`config.mk`:
```
export PLATFORM = sky130hd
export DESIGN_NAME = addr_cs_decode
export DESIGN_NICKNAME = d
export VERILOG_FILES = /design/src/rtl/csd_pkg.sv /design/src/rtl/csd_regs.sv /design/src/rtl/csd_decode.sv /design/src/rtl/csd_seq.sv /design/src/rtl/addr_cs_decode.sv
export SDC_FILE = /design/constraint.sdc
export NUM_CORES = 1
export LEC_CHECK = 0
export BUFFER_PORTS_ARGS = -buffer_cell sky130_fd_sc_hd__buf_2
export CORE_MARGIN = 2
export CORE_UTILIZATION = 45
export DETAILED_ROUTE_END_ITERATION = 10
export GPL_ROUTABILITY_DRIVEN = 1
export HOLD_SLACK_MARGIN = 0.05
export PLACE_DENSITY = 0.7
export SETUP_SLACK_MARGIN = 0.05
export SKIP_LAST_GASP = 1
export SLEW_MARGIN = 20
export SYNTH_ARGS = -nofsm -noshare
export SYNTH_HDL_FRONTEND = slang
export SYNTH_SLANG_ARGS = --single-unit
```
`constraint.sdc`:
```
create_clock -name clk -period 7.25 [get_ports clk]
set_input_delay 1.45 -clock clk [delete_from_list [all_inputs] [get_ports clk]]
set_output_delay 1.45 -clock clk [all_outputs]
set_load 0.01 [all_outputs]
```
`src/rtl/csd_pkg.sv`:
```
package csd_pkg;
  localparam int ADDR_W   = 32;
  localparam int HALF_W   = 16;
  localparam int PAGE_LSB = 8;
  localparam int CMP_W    = ADDR_W - PAGE_LSB;
  localparam int LOW_W    = CMP_W - HALF_W;
  localparam int FC_W     = 4;
  localparam int DLY_W    = 2;
  localparam int FAST_LEN = 2;
  localparam int BASE_LEN = 3;
  localparam int MAX_LEN  = BASE_LEN + (1 << DLY_W) - 1;
  localparam int LEN_W    = $clog2(MAX_LEN + 1);

  typedef enum logic [1:0] {
    SLOT_BASE_HI = 2'd0,
    SLOT_BASE_LO = 2'd1,
    SLOT_MASK_HI = 2'd2,
    SLOT_MASK_LO = 2'd3
  } slot_e;

  typedef struct packed {
    logic [CMP_W-1:0] base;
    logic [FC_W-1:0]  fc_val;
    logic             wprot;
    logic             fast;
    logic             no_cpu;
    logic             valid;
    logic [CMP_W-1:0] amask;
    logic [FC_W-1:0]  fc_ign;
    logic [DLY_W-1:0] dly;
  } chan_cfg_t;
endpackage

```
`src/rtl/csd_regs.sv`:
```
module csd_regs
  import csd_pkg::*;
#(
  parameter int N_CH = 4,
  localparam int CH_W = $clog2(N_CH),
  localparam int IDX_W = CH_W + 2
) (
  input  logic                    clk,
  input  logic                    rst_n,
  input  logic                    we,
  input  logic [IDX_W-1:0]        idx,
  input  logic [HALF_W-1:0]       wdata,
  output chan_cfg_t [N_CH-1:0]    cfg
);
  slot_e slot;
  assign slot = slot_e'(idx[1:0]);

  for (genvar c = 0; c < N_CH; c++) begin : g_ch
    logic             sel_w;
    logic [CMP_W-1:0] base_q, amask_q;
    logic [FC_W-1:0]  fcv_q, fci_q;
    logic             wp_q, fast_q, nocpu_q, valid_q;
    logic [DLY_W-1:0] dly_q;

    assign sel_w = we && (idx[IDX_W-1:2] == CH_W'(c));

    // Fields left untouched by reset
    always_ff @(posedge clk) begin
      if (sel_w) begin
        case (slot)
          SLOT_BASE_HI: base_q[CMP_W-1 -: HALF_W] <= wdata;
          SLOT_BASE_LO: begin
            base_q[LOW_W-1:0] <= wdata[HALF_W-1 -: LOW_W];
            fcv_q             <= wdata[FC_W+3:4];
            wp_q              <= wdata[3];
            fast_q            <= wdata[2];
          end
          SLOT_MASK_HI: amask_q[CMP_W-1 -: HALF_W] <= wdata;
          SLOT_MASK_LO: begin
            amask_q[LOW_W-1:0] <= wdata[HALF_W-1 -: LOW_W];
            fci_q              <= wdata[FC_W+3:4];
            dly_q              <= wdata[DLY_W-1:0];
          end
          default: ;
        endcase
      end
    end

    // Enable bits cleared by reset
    always_ff @(posedge clk or negedge rst_n) begin
      if (!rst_n) begin
        nocpu_q <= 1'b0;
        valid_q <= 1'b0;
      end else if (sel_w && slot == SLOT_BASE_LO) begin
        nocpu_q <= wdata[1];
        valid_q <= wdata[0];
      end
    end

    assign cfg[c] = '{base: base_q, fc_val: fcv_q, wprot: wp_q, fast: fast_q,
                      no_cpu: nocpu_q, valid: valid_q, amask: amask_q,
                      fc_ign: fci_q, dly: dly_q};
  end
endmodule

```
`src/rtl/csd_decode.sv`:
```
module csd_decode
  import csd_pkg::*;
#(
  parameter int N_CH = 4,
  localparam int CH_W = $clog2(N_CH)
) (
  input  chan_cfg_t [N_CH-1:0] cfg,
  input  logic [CMP_W-1:0]     page,
  input  logic [FC_W-1:0]      fc,
  output logic                 any,
  output logic [N_CH-1:0]      grant,
  output logic                 win_wp,
  output logic                 win_fast,
  output logic [DLY_W-1:0]     win_dly
);
  logic            cpu_space;
  logic [N_CH-1:0] hit;
  logic [CH_W-1:0] win_idx;

  assign cpu_space = &fc[2:0];

  for (genvar c = 0; c < N_CH; c++) begin : g_cmp
    logic addr_ok, fc_ok, space_ok;
    assign addr_ok  = ((page ^ cfg[c].base) & cfg[c].amask) == '0;
    assign fc_ok    = ((fc ^ cfg[c].fc_val) & ~cfg[c].fc_ign) == '0;
    assign space_ok = !(cfg[c].no_cpu && cpu_space);
    assign hit[c]   = cfg[c].valid && addr_ok && fc_ok && space_ok;
  end

  // Lowest-numbered match wins
  assign any   = |hit;
  assign grant = hit & (~hit + N_CH'(1));

  always_comb begin
    win_idx = '0;
    for (int c = N_CH - 1; c >= 0; c--) begin
      if (hit[c]) win_idx = CH_W'(c);
    end
  end

  assign win_wp   = cfg[win_idx].wprot;
  assign win_fast = cfg[win_idx].fast;
  assign win_dly  = cfg[win_idx].dly;
endmodule

```
`src/rtl/csd_seq.sv`:
```
module csd_seq
  import csd_pkg::*;
#(
  parameter int N_CH = 4
) (
  input  logic             clk,
  input  logic             rst_n,
  input  logic             cyc_valid,
  input  logic             cyc_write,
  input  logic             any,
  input  logic [N_CH-1:0]  grant,
  input  logic             win_wp,
  input  logic             win_fast,
  input  logic [DLY_W-1:0] win_dly,
  output logic             cyc_ready,
  output logic [N_CH-1:0]  cs_n,
  output logic             int_ack,
  output logic             bus_err
);
  logic             busy_q, berr_q;
  logic [LEN_W-1:0] cnt_q, len_q;
  logic [N_CH-1:0]  sel_q;
  logic             accept, blocked, start;

  assign cyc_ready = !busy_q;
  assign accept    = cyc_valid && !busy_q;
  assign blocked   = any && win_wp && cyc_write;
  assign start     = accept && any && !blocked;

  assign int_ack = busy_q && (cnt_q == len_q);
  assign cs_n    = ~(sel_q & {N_CH{busy_q}});
  assign bus_err = berr_q;

  always_ff @(posedge clk or negedge rst_n) begin
    if (!rst_n) begin
      busy_q <= 1'b0;
      berr_q <= 1'b0;
      cnt_q  <= '0;
      len_q  <= '0;
      sel_q  <= '0;
    end else begin
      berr_q <= accept && blocked;
      if (start) begin
        busy_q <= 1'b1;
        cnt_q  <= LEN_W'(1);
        len_q  <= win_fast ? LEN_W'(FAST_LEN) : LEN_W'(BASE_LEN) + LEN_W'(win_dly);
        sel_q  <= grant;
      end else if (int_ack) begin
        busy_q <= 1'b0;
      end else if (busy_q) begin
        cnt_q <= cnt_q + LEN_W'(1);
      end
    end
  end
endmodule

```
`src/rtl/addr_cs_decode.sv`:
```
module addr_cs_decode
  import csd_pkg::*;
#(
  parameter int N_CH = 4,
  localparam int IDX_W = $clog2(N_CH) + 2
) (
  input  logic              clk,
  input  logic              rst_n,
  input  logic              reg_we,
  input  logic [IDX_W-1:0]  reg_idx,
  input  logic [HALF_W-1:0] reg_wdata,
  input  logic              cyc_valid,
  output logic              cyc_ready,
  input  logic [ADDR_W-1:0] cyc_addr,
  input  logic [FC_W-1:0]   cyc_fc,
  input  logic              cyc_write,
  output logic [N_CH-1:0]   cs_n,
  output logic              int_ack,
  output logic              bus_err
);
  chan_cfg_t [N_CH-1:0] cfg;
  logic                 any, win_wp, win_fast;
  logic [N_CH-1:0]      grant;
  logic [DLY_W-1:0]     win_dly;
  logic                 unused_lo;

  assign unused_lo = ^cyc_addr[PAGE_LSB-1:0];

  csd_regs #(.N_CH(N_CH)) regs_i (
    .clk(clk), .rst_n(rst_n), .we(reg_we), .idx(reg_idx),
    .wdata(reg_wdata), .cfg(cfg)
  );

  csd_decode #(.N_CH(N_CH)) dec_i (
    .cfg(cfg), .page(cyc_addr[ADDR_W-1:PAGE_LSB]), .fc(cyc_fc),
    .any(any), .grant(grant), .win_wp(win_wp), .win_fast(win_fast),
    .win_dly(win_dly)
  );

  csd_seq #(.N_CH(N_CH)) seq_i (
    .clk(clk), .rst_n(rst_n), .cyc_valid(cyc_valid), .cyc_write(cyc_write),
    .any(any), .grant(grant), .win_wp(win_wp), .win_fast(win_fast),
    .win_dly(win_dly), .cyc_ready(cyc_ready), .cs_n(cs_n),
    .int_ack(int_ack), .bus_err(bus_err)
  );
endmodule

```
Word level (Yosys, flattened, before mapping)
Index checks and enable logic that the tools add are counted.

storage, ports and cells
  output and inout bits = 7
  logic and storage cells = 165
  register bits after elaboration = 260
  bits of input ports = 61

operators by class
  eq/ne operators = 8
  reduce and logical (&&, ||, !) cells = 68
  order comparisons = 1
  add/subtract/negate cells = 3
  muxes and demuxes = 12
  bitwise operators = 24

operators with widths
  cell                   count
  $bmux W62 S2           1
  $and A24 B24 Y24       4
  $logic_not A24 Y1      4
  $xor A24 B24 Y24       4
  $mux W34               1
  $reduce_and A2 Y1      17
  $logic_and A1 B1 Y1    31
  $and A4 B4 Y4          6
  $not A4 Y4             6
  $logic_not A4 Y1       4
  $xor A4 B4 Y4          4
  $mux W3                4
  $eq A2 B2 Y1 const B   4
  $mux W2                4
  $logic_not A1 Y1       6
  $add A4 B1 Y4 const B  1
  $eq A2 B1 Y1 const B   2
  $logic_not A2 Y1       2
  $reduce_bool A2 Y1     2
  $reduce_or A4 Y1       1
  $add A2 B2 Y3 const A  1
  $add A3 B1 Y3 const B  1
  $eq A3 B3 Y1           1
  $lt A2 B3 Y1 const B   1
  other kinds (3)        4

Longest topological paths before layout
Gate-level depths: netlist of the first run.

  depth after elaboration = 18
  gate-level depth with buffers = 14
  depth with buffers taken out = 12

Cells and area by module
A second synthesis of the first run with hierarchy kept.

second synthesis, totals
  cells, all modules = 575
  area total of the unflattened synthesis = 10,201.0 um2

modules (own cells, without submodules)
  module      instances  area each (um2)  seq. area each (um2)  cells an instance
  csd_regs    1          7,768.7          7,407.1               295
  csd_decode  1          1,821.7          0.0                   228
  csd_seq     1          610.6            300.3                 52

Least setup slack after synthesis of the first run
No wires, ideal clock.

  kind = input-to-reg
  start point = input port cyc_fc[0]
  end point = register seq_i.len_q[1]
  path slack = 3.491 ns
  cell stages on the path = 12
  arrival time = 3.686 ns
  library setup time = 0.073 ns
  cells stage by stage = buf_2 > xnor2_1 > a2bb2oi_1 > nand4_1 > nor4_2 > nor2b_1 > o21a_1 > buf_2 > mux2_2 > o21ai_0 > ha_1 > a21oi_2

on the way
  word-level cells in the longest chain between the ends = 15
  elaborated cells on any way between the ends = 43
  classes of those cells = 1 x add/sub; 7 x mux; 8 x bitwise; 27 x reduce/logical

ends and longest elaborated chain
  what                                                    line                  source
  from (decl)                                             addr_cs_decode.sv:15  input logic [FC_W-1:0] cyc_fc,
  branches (longest 15 deep; another with $add A2 B2 Y3)  --
  to (signal assigned)                                    csd_seq.sv:46         len_q <= win_fast ? LEN_W'(FAST_LEN) : LEN_W'(BASE_LEN) + LEN_W'(win_dly);
  to (decl)                                               csd_seq.sv:21         logic [LEN_W-1:0] cnt_q, len_q;

Several ways; the timed one is not identified. The select of a mux whose other input is x is not followed.
A chain may end at the register's enable or synchronous reset.

Worst setup path in the final report of the first run
  start point = input port cyc_fc[2]
  end point = register seq_i.len_q[2]

Same word-level chain as after synthesis.

==> qor.txt, run 1 <==
==============================================================================
Run status                                                        complete, no violations
Routed length on met1                                                  9064 µm
Maximum fanout count along the critical path                                 8
Cell leakage power                                                    4.062 nW
Number of remaining DRC errors                                               0
Setup bufs post-CTS                                                          0
Number of max-capacitance violations reported                                0
TritonCTS clock tree                                                     built
Largest net degree at the start of global routing                           21
Final weighted congestion in routability-driven placement               0.8442
Routed length per instance                                            23.93 µm
Hold Fails Final Rpt                                                         0
Overall die width                                                     153.1 µm
Initial cell density of the core                                        45.83%
Uppermost routed layer                                                    met4
Ys async rst share                                                      7.692%
Global-route congestion overflow total                                       0
Sum of negative setup slack                                               0 ns
Headroom to the max-slew limit                                          47.52%
Syn_nets                                                                   618
First-pass detailed-route iteration total                                    5
Transition time at the pin with the least slew margin                0.7808 ns
Synth cell types                                                            43
Hold Crit Class                                                        reg2reg
Met2 Routed Length                                                   11,440 µm
Placed insts                                                               903
Insertion delay to the later sink of the worst-skew pair               0.55 ns
Placement Setup Slack                                                 2.764 ns
Pwr Density                                                       278.9 mW/mm²
Final nets                                                                 715
Unrepaired setup endpoints after global routing                          false
GRT Total Usage                                                         19.44%
CTS clk-pin slew, worst paths                                          0.06 ns
IO Port Bufs                                                                59
Vias per cell                                                            5.594
Number of max-slew violations in the final report                            0
Wire length of the first global-routing pass                         33,820 µm
Data required time at the worst endpoint                               7.65 ns
Worst Setup Path Type                                                   in2reg
Post-synthesis average cell area                                     18.02 µm²
Gate count after technology mapping                                        555
Fraction of final layout cells sized beyond drive strength 1            21.55%
Post-detailed-route count of antenna-violating nets                          0
Synthesized cell area                                              0.01000 mm²
Die ar.                                                            0.02343 mm²
Number of global-route vias before repair                                5,428
Worst endpoint data arrival time                                       4.41 ns
# IOs                                                                       68
Count of clock tree sinks                                                  260
Share of synthesized area occupied by flip-flops and latches            77.07%
Post-DP HPWL                                                         14,690 µm
Final setup margin                                                    3.236 ns
H-tree depth reported by CTS                                                 1
Warning count from the yosys run                                             0
Highest achievable clock rate                                        249.1 MHz
Initial antenna violation count                                              0
Slack of the worst reg-to-reg path                                     4.01 ns
Initial drt markers                                                        544
Max rail drop VDD                                                     209.8 µV
Max Buffers Root-to-Sink                                                     3
Overall via count from detail_route                                      5,331
Area delta synth->final                                                 16.74%
Number of hold-repair buffers added at the cts stage                         0
Top flip-flop cell by instance count after synthesis              sky130_fd_sc_hd__edfxtp_1
Final-report setup violation count                                           0
Die extent in y                                                       153.1 µm
Post-cts gate resize count                                                   0
Yosys reg bits                                                             260
Largest clock skew in the final design                              0.01915 ns
Placeable Area                                                     0.02182 mm²
Std-Cell Rows                                                               54
DR WL met3                                                             1638 µm
CTS buffer count                                                            27
Clock root buffer                                                 sky130_fd_sc_hd__clkbuf_16
Post-layout utilization of the core                                     53.50%
Capturing element type of the critical path                               flop
Final wirelength                                                     22,810 µm
Final critical path time including I/O delays and setup               4.015 ns
Kind of start point of the critical path                          primary input
Filler-free cell count of the finished design                              953
Number of enable-type register cells in the synthesized netlist            240
Antenna cell count                                                           0
Crit share post-route                                                   55.37%
==============================================================================
## synthesized netlist by cell type, types with 2 or more instances
master	number	area, µm²
sky130_fd_sc_hd__edfxtp_1	240	7207
sky130_fd_sc_hd__xor2_1	97	849.6
sky130_fd_sc_hd__a22oi_1	39	292.8
sky130_fd_sc_hd__dfrtp_1	20	500.5
sky130_fd_sc_hd__xnor2_1	20	175.2
sky130_fd_sc_hd__nor2_1	19	71.32
sky130_fd_sc_hd__nand4_1	14	87.58
sky130_fd_sc_hd__a2bb2oi_1	12	105.1
sky130_fd_sc_hd__mux2_2	12	135.1
sky130_fd_sc_hd__nand2_1	11	41.29
sky130_fd_sc_hd__mux2i_1	7	70.07
sky130_fd_sc_hd__inv_1	6	22.52
sky130_fd_sc_hd__nor3_1	5	25.02
sky130_fd_sc_hd__a21oi_1	4	20.02
sky130_fd_sc_hd__and4_1	4	35.03
sky130_fd_sc_hd__buf_2	4	20.02
sky130_fd_sc_hd__nand2b_1	4	25.02
sky130_fd_sc_hd__nand3_1	4	20.02
sky130_fd_sc_hd__nand3b_1	3	22.52
sky130_fd_sc_hd__nor4_2	3	37.54
sky130_fd_sc_hd__ha_1	2	25.02
sky130_fd_sc_hd__o2111ai_1	2	17.52
sky130_fd_sc_hd__o21ai_0	2	10.01
sky130_fd_sc_hd__o2bb2ai_1	2	17.52
## final cells by class
class | instances | area [µm²]
clock buffers | 32 | 704.4
clock inverters | 18 | 211.5
fillers | 1698 | 10150
inverters | 6 | 22.52
multi-input cells | 283 | 2271
flip-flops and latches | 260 | 7707
well taps | 280 | 350.3
repair buffers | 74 | 407.9
## worst max-delay path, stage by stage
cell and delay, ns:
sky130_fd_sc_hd__buf_2 0.25, sky130_fd_sc_hd__xnor2_1 0.17, sky130_fd_sc_hd__a2bb2oi_1 0.24, sky130_fd_sc_hd__nand4_1 0.25, sky130_fd_sc_hd__nor4_2 0.62, sky130_fd_sc_hd__nor2b_1 0.25
sky130_fd_sc_hd__o21a_1 0.30, sky130_fd_sc_hd__mux2_2 0.37, sky130_fd_sc_hd__o21ai_0 0.18, sky130_fd_sc_hd__ha_1 0.18, sky130_fd_sc_hd__inv_1 0.04, sky130_fd_sc_hd__o2bb2ai_1 0.11
## worst paths after layout
| kind | startpoint | endpoint | cells past startpoint |
|---|---|---|---|
| max | cyc_fc[2] | seq_i.len_q[2] | 12 |
| min | regs_i.g_ch[3].nocpu_q | regs_i.g_ch[3].nocpu_q | 1 |
| max reg2reg | regs_i.g_ch[3].base_q[2] | seq_i.len_q[2] | 11 |
| min reg2reg | regs_i.g_ch[3].nocpu_q | regs_i.g_ch[3].nocpu_q | 1 |
| max in group asynchronous | rst_n | regs_i.g_ch[3].nocpu_q | 1 |
| min in group asynchronous | rst_n | regs_i.g_ch[3].valid_q | 1 |
## sequential cells by signal, indices dropped and copies added, names as in the netlist
signal	flops
regs_i.g_ch.base_q	96
regs_i.g_ch.amask_q	96
regs_i.g_ch.fast_q	4
regs_i.g_ch.nocpu_q	4
seq_i.cnt_q	3
regs_i.g_ch.dly_q	8
regs_i.g_ch.fci_q	16
seq_i.sel_q	4
regs_i.g_ch.wp_q	4
seq_i.bus_err	1
seq_i.len_q	3
seq_i.busy_q	1
regs_i.g_ch.valid_q	4
regs_i.g_ch.fcv_q	16
## routing by layer
| metal | global-route usage (%) | up-vias |
|---|---|---|
| li1 | - | 2343 |
| met1 | 26.04 | 2706 |
| met2 | 32.74 | 236 |
| met3 | 3.204 | 46 |
| met4 | 6.261 | 0 |
| met5 | 0 | - |
## report_power, final
part,internal [mW],switching (mW)
registers,1.68,0.0143
clock network,0.841,0.568
logic,0.0542,0.100
## cells in the final DEF, fill, tap and decap left out, drive strengths merged, types with 2 or more instances in the layout
| cell type | instances |
|---|---|
| a2bb2oi | 12 |
| a21oi | 5 |
| bufinv | 4 |
| dfrtp | 20 |
| ha | 2 |
| xor2 | 97 |
| nand3 | 4 |
| o21ai | 3 |
| nand3b | 3 |
| o2111ai | 2 |
| edfxtp | 240 |
| clkbuf | 32 |
| nand4 | 14 |
| inv | 7 |
| clkinv | 12 |
| nor3 | 5 |
| or4 | 2 |
| nor4 | 4 |
| a22oi | 39 |
| and4 | 4 |
| nand2b | 4 |
| nor2 | 19 |
| mux2i | 7 |
| buf | 74 |
| o2bb2ai | 2 |
| nand2 | 11 |
| xnor2 | 20 |
| mux2 | 12 |
## cell families (layout without fill, tap and decap cells)
group,count (synthesis),in the layout,share of synthesized area (%)
multiplexers,19,19,2.052
flip-flops,260,260,77.07
XOR/XNOR,117,117,10.25
buffers and inverters,12,130,0.5755
AND/OR/NAND/NOR,75,75,4.279
adder cells (fa/ha/maj),2,2,0.2502
AO/OA/AOI/OAI,70,70,5.530
## through the flow
stage	cell area, µm²	total power [mW]	hold slack [ns]
after CTS	11670	3.274	0.5065
after detailed placement	10750	1.878	0.4931
after global placement	10750	1.869	0.4832
after floorplan	10000	1.791	0.4734
final	11670	3.256	0.5093
after global routing	11670	3.348	0.5164
Power figures use the tool's default switching activity.
==> run 2, diff against run 1 <==
==> constraint.sdc (replaced) <==
create_clock -name clk -period 4 [get_ports clk]
set_input_delay 0.8 -clock clk [delete_from_list [all_inputs] [get_ports clk]]
set_output_delay 0.8 -clock clk [all_outputs]
set_load 0.01 [all_outputs]
==> run 2 against run 1 <==
Clock power up 66%. Global-route usage decreased by 0.51 points. Count of clock-buffer cells in the layout is 3 higher. Non-clock buffer count increased by 5. Die area unchanged. First-iteration DRC count shrank 6.4%. Critical endpoint is now seq_i.len_q[1]. Largest power group unchanged.
==> qor.txt, run 2 (synthesized netlist as in run 1, its figures left out) <==
=====================================================================================
Run status                                                               complete, no violations
Clk network pwr share                                                           41.2%   -2.1 points
Overall die width                                                            153.1 µm   unchanged
Clock root buffer                                                        sky130_fd_sc_hd__clkbuf_16
Area delta synth->final                                                        16.26%
CP Launch Point                                                          cyc_addr[31]
# IOs                                                                              68   unchanged
Post-cts gate resize count                                                          0   unchanged
Post-DP HPWL                                                                14,790 µm   +0.67%
Largest registers                                                        regs_i.g_ch.amask_q: 96 flops, regs_i.g_ch.base_q: 96 flops
Initial cell density of the core                                               45.83%   unchanged
Beginning of the worst register-to-register path                         regs_i.g_ch[1].base_q[23]
Max Buffers Root-to-Sink                                                            3   unchanged
Setup bufs post-CTS                                                                 0   unchanged
Area of the multi-input gates                                            0.002266 mm²   -0.22%
Final nets                                                                        719   +0.56%
Most frequent standard cell in the layout excluding fill and tap cells   sky130_fd_sc_hd__edfxtp_1
Final weighted congestion in routability-driven placement                      0.8526   +1.0%
Cell count of the worst reg-to-reg path                                             9   -2
Insertion delay to the later sink of the worst-skew pair                      0.54 ns   about the same
Antenna cell count                                                                  0   unchanged
Net Sw Frac                                                                    20.76%   -0.19 points
Wire length of the first global-routing pass                                32,840 µm   -2.9%
GRT Total Usage                                                                18.93%   -0.51 points
Cell-internal power                                                          4.509 mW   +75%
CTS buffer count                                                                   26   -3.7%
Largest clock skew in the final design                                     0.03331 ns   +0.01417 ns
TritonCTS clock tree                                                            built
Combinational fraction of design power                                           4.9%   +0.2 points
Vias per cell                                                                   5.453   -2.5%
Footprint of the flip-flops and latches                                  0.007707 mm²   unchanged
Hold Crit Class                                                              in2async
Die ar.                                                                   0.02343 mm²   unchanged
Worst Setup Path Type                                                          in2reg
Initial drt markers                                                               509   -6.4%
Capturing element type of the critical path                                      flop
Largest net degree at the start of global routing                                  21   unchanged
Sum of negative setup slack                                                      0 ns   unchanged
Highest achievable clock rate                                               310.0 MHz
Worst hold slack                                                            0.2561 ns   -0.2532 ns
Die extent in y                                                              153.1 µm   unchanged
Routed length per instance                                                   23.38 µm   -2.3%
Number of max-slew violations in the final report                                   0   unchanged
First-pass detailed-route iteration total                                           5   unchanged
Unrepaired setup endpoints after global routing                                 false
Cell leakage power                                                           4.040 nW   -0.53%
Maximum fanout count along the critical path                                        5   -3
Number of remaining DRC errors                                                      0   unchanged
Final-report setup violation count                                                  0   unchanged
Slack of the worst reg-to-reg path                                            0.81 ns   -3.20 ns
Std-Cell Rows                                                                      54   unchanged
Switching pwr                                                                1.182 mW   +73%
Endpoint of the worst register-to-register path                          seq_i.len_q[1]
Hold Fails Final Rpt                                                                0   unchanged
CTS clk-pin slew, worst paths                                                 0.06 ns   about the same
Filler cell count                                                               1,718   +1.2%
Max rail drop VDD                                                            440.4 µV   +110%
Placeable Area                                                            0.02182 mm²   unchanged
Number of max-capacitance violations reported                                       0   unchanged
Worst Setup EP                                                           seq_i.len_q[1]
Worst endpoint data arrival time                                              3.67 ns   -0.74 ns
Data required time at the worst endpoint                                      4.44 ns   -3.21 ns
Pwr Density                                                              489.4 mW/mm²   +75%
Initial antenna violation count                                                     0   unchanged
Number of hold-repair buffers added at the cts stage                                0   unchanged
Headroom to the max-slew limit                                                 33.83%   -14 points
Final critical path time including I/O delays and setup                      3.226 ns
Total power                                                                  5.691 mW   +75%
Part of the power in registers                                                  53.9%   +1.9 points
IO Port Bufs                                                                       59   unchanged
Most used cells in the layout excluding fill and tap cells               sky130_fd_sc_hd__edfxtp_1, sky130_fd_sc_hd__xor2_1, sky130_fd_sc_hd__buf_2
Transition time at the pin with the least slew margin                       0.9914 ns   +0.2107 ns
Count of clock tree sinks                                                         260   unchanged
Number of global-route vias before repair                                       5,333   -1.8%
Global-route congestion overflow total                                              0   unchanged
Kind of start point of the critical path                                 primary input
Fraction of final layout cells sized beyond drive strength 1                   21.45%   -0.096 points
Post-layout utilization of the core                                            53.28%   -0.22 points
Overall via count from detail_route                                             5,213   -2.2%
Crit share post-route                                                          80.66%
H-tree depth reported by CTS                                                        1   unchanged
Final wirelength                                                            22,350 µm   -2.0%
Post-detailed-route count of antenna-violating nets                                 0   unchanged
=====================================================================================
[run 2: routing by layer]
layer,vias up,wire length (µm),track usage (%)
met1,2637,9228,25.90
met4,0,535,4.982
met5,-,0,0
li1,2344,-,-
met3,38,1402,2.864
met2,194,11180,32.02
[run 2: cell type report]
class                   instances  area share [%]
clock buffers                  35           6.058
multi-input cells             283           19.49
well taps                     280           3.013
flip-flops and latches        260           66.29
inverters                       6          0.1937
clock inverters                13           1.130
repair buffers                 79           3.831
[run 2: worst min-delay path by stage]
stage                            from                endpoint  slack [ns]  cells after the start
2_1_floorplan  regs_i.g_ch[0].nocpu_q  regs_i.g_ch[0].nocpu_q        0.47                      1
4_1_cts                         rst_n          seq_i.sel_q[3]        0.25                      1
3_5_place_dp   regs_i.g_ch[1].nocpu_q  regs_i.g_ch[1].nocpu_q        0.49                      1
3_3_place_gp   regs_i.g_ch[1].nocpu_q  regs_i.g_ch[1].nocpu_q        0.48                      1
5_1_grt                         rst_n          seq_i.sel_q[3]        0.28                      1
6_report                        rst_n          seq_i.sel_q[3]        0.26                      1
[run 2: critical path: stages]
cell and delay (ns):
sky130_fd_sc_hd__buf_2 0.14, sky130_fd_sc_hd__xor2_1 0.19, sky130_fd_sc_hd__a22oi_1 0.35, sky130_fd_sc_hd__nand4_1 0.26
sky130_fd_sc_hd__nor4_1 0.60, sky130_fd_sc_hd__o21a_1 0.38, sky130_fd_sc_hd__mux2_2 0.37, sky130_fd_sc_hd__o21ai_0 0.18
sky130_fd_sc_hd__ha_1 0.27, sky130_fd_sc_hd__a21oi_2 0.12
[run 2: metrics by stage]
stage                     cell area [µm²]  setup WS (ns)  cells
after CTS                           11630         0.8370    956
after global routing                11630         0.6092    956
final                               11630         0.7738    956
after global placement              10790         0.3970    908
after detailed placement            10790         0.3390    908
after floorplan                     10000         0.8912    555
[run 2: power by group through the flow]
stage / clock, mW / combinational (mW) / sequential (mW)
finish: 2.34 / 0.278 / 3.07
global route: 2.47 / 0.300 / 3.07
CTS: 2.37 / 0.281 / 3.07
detailed placement: 0 / 0.279 / 3.13
global placement: 0 / 0.270 / 3.12
floorplan: 0 / 0.127 / 3.12
